$ cat src/rtl/pinmux_pkg.sv
package pinmux_pkg;

    localparam int unsigned REG_ADDR_W = 2;

    // Register map; the decode of these offsets is the bus contract.
    typedef enum logic [REG_ADDR_W-1:0] {
        REG_LEVEL = 2'd0,   // write: output latch, read: synchronized pads
        REG_DIR   = 2'd1,   // pad direction, 1 = output
        REG_OWNER = 2'd2,   // pad owner, 1 = timer
        REG_LATCH = 2'd3    // read-only view of the output latch
    } reg_sel_e;

    typedef enum logic {
        OWN_PORT  = 1'b0,
        OWN_TIMER = 1'b1
    } pin_owner_e;

    // One pad's drive request: level and output-enable travel together.
    typedef struct packed {
        logic drive;
        logic level;
    } pin_drv_t;

    // Both multiplexers of a pad share one select, so they switch as a pair.
    function automatic pin_drv_t pick_driver(
        input pin_owner_e owner,
        input pin_drv_t   port_side,
        input pin_drv_t   timer_side
    );
        pin_drv_t res;
        if (owner == OWN_TIMER) begin
            res = timer_side;
        end else begin
            res = port_side;
        end
        return res;
    endfunction

endpackage

$ cat src/rtl/pinmux_sync.sv
module pinmux_sync #(
    parameter int unsigned WIDTH  = 4,
    parameter int unsigned STAGES = 2
) (
    input  logic             clk,
    input  logic             rst,
    input  logic [WIDTH-1:0] d,
    output logic [WIDTH-1:0] q
);

    localparam int unsigned DEPTH = (STAGES < 1) ? 1 : STAGES;

    logic [DEPTH-1:0][WIDTH-1:0] chain_q;

    always_ff @(posedge clk) begin
        if (rst) begin
            chain_q <= '0;
        end else begin
            chain_q[0] <= d;
            for (int s = 1; s < int'(DEPTH); s++) begin
                chain_q[s] <= chain_q[s-1];
            end
        end
    end

    assign q = chain_q[DEPTH-1];

endmodule

$ cat src/rtl/pinmux_regs.sv
module pinmux_regs
    import pinmux_pkg::*;
#(
    parameter int unsigned NPINS = 4
) (
    input  logic                  clk,
    input  logic                  rst,
    input  logic                  bus_wr,
    input  logic [REG_ADDR_W-1:0] bus_addr,
    input  logic [NPINS-1:0]      bus_wdata,
    input  logic [NPINS-1:0]      level_sync,
    output logic [NPINS-1:0]      bus_rdata,
    output logic [NPINS-1:0]      latch_q,
    output logic [NPINS-1:0]      dir_q,
    output logic [NPINS-1:0]      own_q
);

    reg_sel_e sel;
    logic     wr_latch;
    logic     wr_dir;
    logic     wr_own;

    assign sel = reg_sel_e'(bus_addr);

    always_comb begin
        wr_latch = 1'b0;
        wr_dir   = 1'b0;
        wr_own   = 1'b0;
        if (bus_wr) begin
            unique case (sel)
                REG_LEVEL: wr_latch = 1'b1;
                REG_DIR:   wr_dir   = 1'b1;
                REG_OWNER: wr_own   = 1'b1;
                default:   ;   // the readback offset takes no write
            endcase
        end
    end

    always_ff @(posedge clk) begin
        if (rst) begin
            latch_q <= '0;
            dir_q   <= '0;
            own_q   <= '0;
        end else begin
            if (wr_latch) latch_q <= bus_wdata;
            if (wr_dir)   dir_q   <= bus_wdata;
            if (wr_own)   own_q   <= bus_wdata;
        end
    end

    always_comb begin
        unique case (sel)
            REG_LEVEL: bus_rdata = level_sync;
            REG_DIR:   bus_rdata = dir_q;
            REG_OWNER: bus_rdata = own_q;
            default:   bus_rdata = latch_q;
        endcase
    end

endmodule

$ cat src/rtl/pinmux_lane.sv
module pinmux_lane
    import pinmux_pkg::*;
(
    input  logic own_timer,
    input  logic port_level,
    input  logic port_drive,
    input  logic tmr_level,
    input  logic tmr_drive,
    output logic pad_level,
    output logic pad_drive
);

    pin_drv_t port_side;
    pin_drv_t tmr_side;
    pin_drv_t chosen;

    always_comb begin
        port_side = '{drive: port_drive, level: port_level};
        tmr_side  = '{drive: tmr_drive,  level: tmr_level};
        chosen    = pick_driver(pin_owner_e'(own_timer), port_side, tmr_side);
    end

    assign pad_level = chosen.level;
    assign pad_drive = chosen.drive;

endmodule

$ cat src/rtl/pinmux_port.sv
module pinmux_port
    import pinmux_pkg::*;
#(
    parameter int unsigned NPINS       = 4,
    parameter int unsigned SYNC_STAGES = 2
) (
    input  logic                  clk,
    input  logic                  rst,
    input  logic                  bus_wr,
    input  logic [REG_ADDR_W-1:0] bus_addr,
    input  logic [NPINS-1:0]      bus_wdata,
    output logic [NPINS-1:0]      bus_rdata,
    input  logic [NPINS-1:0]      pad_in,
    output logic [NPINS-1:0]      pad_out,
    output logic [NPINS-1:0]      pad_oe,
    input  logic [NPINS-1:0]      tmr_out,
    input  logic [NPINS-1:0]      tmr_oe,
    output logic [NPINS-1:0]      tmr_in
);

    logic [NPINS-1:0] latch_q;
    logic [NPINS-1:0] dir_q;
    logic [NPINS-1:0] own_q;
    logic [NPINS-1:0] level_sync;

    pinmux_sync #(
        .WIDTH  (NPINS),
        .STAGES (SYNC_STAGES)
    ) u_sync (
        .clk (clk),
        .rst (rst),
        .d   (pad_in),
        .q   (level_sync)
    );

    pinmux_regs #(
        .NPINS (NPINS)
    ) u_regs (
        .clk        (clk),
        .rst        (rst),
        .bus_wr     (bus_wr),
        .bus_addr   (bus_addr),
        .bus_wdata  (bus_wdata),
        .level_sync (level_sync),
        .bus_rdata  (bus_rdata),
        .latch_q    (latch_q),
        .dir_q      (dir_q),
        .own_q      (own_q)
    );

    generate
        for (genvar i = 0; i < int'(NPINS); i++) begin : g_lane
            pinmux_lane u_lane (
                .own_timer  (own_q[i]),
                .port_level (latch_q[i]),
                .port_drive (dir_q[i]),
                .tmr_level  (tmr_out[i]),
                .tmr_drive  (tmr_oe[i]),
                .pad_level  (pad_out[i]),
                .pad_drive  (pad_oe[i])
            );
        end
    endgenerate

    // The timer sees the same synchronized level as the read path.
    assign tmr_in = level_sync;

endmodule

$ cat config.mk
export PLATFORM = sky130hd
export DESIGN_NAME = pinmux_port
export DESIGN_NICKNAME = d
export VERILOG_FILES = /design/src/rtl/pinmux_pkg.sv /design/src/rtl/pinmux_sync.sv /design/src/rtl/pinmux_regs.sv /design/src/rtl/pinmux_lane.sv /design/src/rtl/pinmux_port.sv
export SDC_FILE = /design/constraint.sdc
export NUM_CORES = 1
export LEC_CHECK = 0
export BUFFER_PORTS_ARGS = -buffer_cell sky130_fd_sc_hd__buf_4
export CORE_MARGIN = 5
export CORE_UTILIZATION = 45
export DETAILED_ROUTE_END_ITERATION = 10
export PLACE_DENSITY = 0.78
export SLEW_MARGIN = 10
export SYNTH_ARGS = -nofsm -noshare
export SYNTH_HDL_FRONTEND = slang
export SYNTH_HIERARCHICAL = 1
export SYNTH_SLANG_ARGS = --single-unit
$ cat constraint.sdc
create_clock -name clk -period 2.55 [get_ports clk]
set_input_delay 0.51 -clock clk [delete_from_list [all_inputs] [get_ports clk]]
set_output_delay 0.51 -clock clk [all_outputs]
set_load 0.005 [all_outputs]
-- After elaboration in Yosys (flattened, before gate mapping)
Cells that the tools add are included.
- equality and inequality tests: 2
- muxes and demuxes: 11
- reductions and logical operators: 1
- operator list (kind ; count):
    case mux 4 bit (3 select lines) ; 1
    2-to-1 mux 2 bit ; 4
    2-to-1 mux 1 bit ; 6
    equality test 2 x 1 -> 1 bit, second input constant ; 1
    equality test 2 bit, second input constant ; 1
    logical NOT 2 bit ; 1
- register bits after elaboration: 20
- bits of input ports: 21
- output and inout bits: 16
- word-level logic and storage cells: 19

-- Depth between registers and ports, before layout
- depth in word-level cells: 3
- gate-level depth with buffers: 3
- depth with buffers taken out: 2

-- Hierarchy
The synthesis kept the hierarchy.
- modules (own cells, without submodules) (module ; instances ; cells an instance ; area an instance (um^2) ; sequential area each (um^2)):
    pinmux_regs ; 1 ; 52 ; 630.6 ; 240.2
    pinmux_sync ; 1 ; 20 ; 240.2 ; 160.2
    pinmux_lane ; 4 ; 2 ; 22.5 ; 0.0

-- Least setup slack after synthesis
OpenSTA, ideal clock, no wires.
- path kind: input to output
- start: input port bus_addr[0]
- end: output port bus_rdata[2]
- data arrival time: 1194 ps
- data required time: 2040 ps
- path slack: 846 ps
- stages on the path: 2
- buffers on the path: 1
- path through: buf_4 mux4_1
- word-level cells in the longest chain between the ends: 2
- elaborated cells on any way between the ends: 4
- those cells by class: eq/ne (2); mux (1); reduce/logical (1)
- RTL lines (element ; RTL line ; source):
    start, declared ; pinmux_port.sv:10 ; input logic [REG_ADDR_W-1:0] bus_addr,
    equality test 2 bit (tied with other cells) ; pinmux_regs.sv:52 ; unique case (sel)
    case mux 4 bit (3 select lines) (*) ; pinmux_regs.sv:52 ;
    end, declared ; pinmux_port.sv:12 ; output logic [NPINS-1:0] bus_rdata,
Mark *: on every way between the ends. The rest lies on a longest branch, timed or not.

-- Worst setup path after layout
- start: input port bus_addr[1]
- end: output port bus_rdata[0]
The elaborated chain is that of the path after synthesis.

==> results.tsv <==
stage	metric	value	unit
run_status	status	finished, final reports clean	
synth	Synth cell types	13	
die	CORE AREA	2000	um2
global_routing	gr usage total	12.6	%
sta	setup TNS	0	ps
route	initial DRC count	4	
critical_path	FF-to-FF End	u_regs/own_q[2]	
synth	Mapped Area	961	um2
sta	Max Slew Vio Count	0	
global_routing	largest net degree at the start of global routing	25	
synth	post-synth top area cell	dfxtp_1	
cts	Clock Path Buffers	2	
place	number of port buffers	36	
die	die area	3160	um2
cts	CTS Hold Buffers Added	0	
route	DRT antenna net count	0	
flow_run	max cap viols	0	
critical_path	CP Launch Type	primary input	
synth	cells after synthesis	80	
route	Remaining DRCs	0	
critical_path	CP Data Required Time	2040	ps
place	HPWL after DPL	1.40	mm
cts	CTS clk-pin slew, worst paths	100	ps
cells_and_area	area delta synth->final	28.5	%
sta	Worst slew margin	68.8	%
sta	Fin Clk Skew	0.170	ps
global_routing	antenna violations before repair	0	
die	Die X	56.2	um
cells_and_area	Fillers	176	
cts	Worst-Skew Late Latency	300	ps
critical_path	R2R Setup Slk	1860	ps
pwr	worst ir drop on vdd	0.000350	V
sta	min Tclk post-route	1890	ps
pwr	PwrDens	464	nW/um2
critical_path	Critical Path Sink Type	output pin	
hold_path	hold_sp	pad_in[3]	
die	num ports	37	
die	Die H	56.2	um
hold_path	hold depth	2	
route	drt pass-1 iters	4	
cells_and_area	final core utilization	61.7	%
pwr	leakage	0.000595	uW
sta	max frequency	528	MHz
cts	post-CTS sizing	0	
cells_and_area	nets@finish	135	
cells_and_area	Antenna Cells	0	
critical_path	number of cells on the worst reg-to-reg path	2	
synth	Area contributors post-synth	dfxtp_1, mux2i_1, mux4_1, nand2b_1, mux2_2	
cells_and_area	share of cells above drive strength 1	42.9	%
place	GPL Wtd Cong	0.699	
critical_path	crit path kind	primary input to output pin	
cts	clk root buf	clkbuf_4	
route	Via Count	687	
global_routing	vias in the first global route	706	
critical_path	Crit Path Max Fanout	9	
cts	Post-CTS Setup Bufs	0	
synth	Syn Nets	101	
hold_path	Endpoint, Worst Hold	u_sync/chain_q[3]	
cts	CTS tree	built	
sta	# setup viols final	0	
route	Total Wirelength	1.88	mm
synth	synthesized flop and latch total	20	
global_routing	GRT overflow	0	
sta	RSZ-0062 raised after global routing	no	
synth	top cell type's share of synthesized area	41.7	%
cts	Clock Sinks	20	
synth	post-synthesis sequential area ratio	41.7	%
place	dpl ws	681	ps
cts	# H-tree levels	1	
global_routing	global-route wire length before repair	3.13	mm
synth	synth warn	6	
die	Starting Density	48.0	%
route	vias per cell	4.94	
synth	Avg Cell Area, Syn	12.0	um2
critical_path	reg-to-reg startpoint	u_regs/own_q[2]	
sta	measured slew at the worst slew-check pin	467	ps
sta	Final Hold Viols	0	
sta	final period utilization	74.2	%
die	row count	16	
sta	final worst slack	657	ps
cells_and_area	register area	400	um2
cts	total CTS buffers	3	
cells_and_area	area of the multi-input gates	508	um2
route	WL/cell	13.5	um
critical_path	Worst EP arrival	1380	ps
hold_path	worst min-delay path class	primary input to register	
-- cell families (layout without fill, tap and decap cells) --
logic type | count (synthesis) | in the layout | synth area share, %
and+or+nand+nor | 29 | 29 | 20.1
buffers and inverters | 7 | 39 | 5.47
DFF | 20 | 20 | 41.7
muxes | 24 | 24 | 32.8
-- synth_stat cells (all sizes together) --
library cell   n
and3b          1
buf            6
clkbuf         1
dfxtp         20
mux2           8
mux2i         12
mux4           4
nand2b        16
nand3b         2
nor2b          8
nor3b          1
or3b           1
-- report_power, final --
| part | switching (uW) | internal (uW) |
|---|---|---|
| Clock | 94.0 | 55.2 |
| Combinational | 30.9 | 60.5 |
| Sequential | 7.25 | 325 |
-- metrics by stage --
stage / instances / instance area [um2] / power [uW] / hold slack, ps
2_1_floorplan: 80 / 961 / 386 / 414
3_3_place_gp: 136 / 1210 / 429 / 419
3_5_place_dp: 136 / 1210 / 431 / 425
4_1_cts: 139 / 1230 / 580 / 397
5_1_grt: 139 / 1230 / 602 / 406
6_report: 139 / 1230 / 573 / 410
-- worst max-delay path by stage --
| stage | startpoint | to | slack (ps) | cells after the start |
|---|---|---|---|---|
| after global placement | bus_addr[0] | bus_rdata[2] | 670 | 3 |
| after global routing | bus_addr[1] | bus_rdata[0] | 650 | 3 |
| after floorplan | bus_addr[0] | bus_rdata[2] | 850 | 2 |
| after CTS | bus_addr[1] | bus_rdata[0] | 680 | 3 |
| after detailed placement | bus_addr[0] | bus_rdata[2] | 680 | 3 |
| final | bus_addr[1] | bus_rdata[0] | 660 | 3 |
-- worst max-delay path, stage by stage --
cell	delay, ps
buf_4	140
mux4_1	570
buf_4	150
-- metal layers --
layer / global-route usage [%] / part of all wire (%) / vias to the layer above
li1: - / - / 342
met1: 13.3 / 43 / 313
met2: 21.2 / 45 / 27
met3: 4.18 / 9.3 / 5
met4: 8.14 / 2.6 / 0
met5: 0 / 0 / -
-- registers in the layout, indices dropped and copies added (netlist names) --
name and flops:
u_sync/chain_q 4, u_sync/q 4, u_regs/latch_q 4, u_regs/own_q 4
u_regs/dir_q 4
-- layout make-up --
type                       instances  area share (%)
multi-input combinational         53            41.1
sequential                        20            32.4
timing repair buffer              36            21.9
tap                               27            2.74
clock buffer                       3            1.82
-- cells in the final DEF (no fill, tap or decap), drive strengths merged --
cell type   n
buf        36
dfxtp      20
nand2b     16
mux2i      12
mux2        8
nor2b       8
mux4        4
clkbuf      3
nand3b      2
and3b       1
nor3b       1
or3b        1
Power figures use the tool's default switching activity.
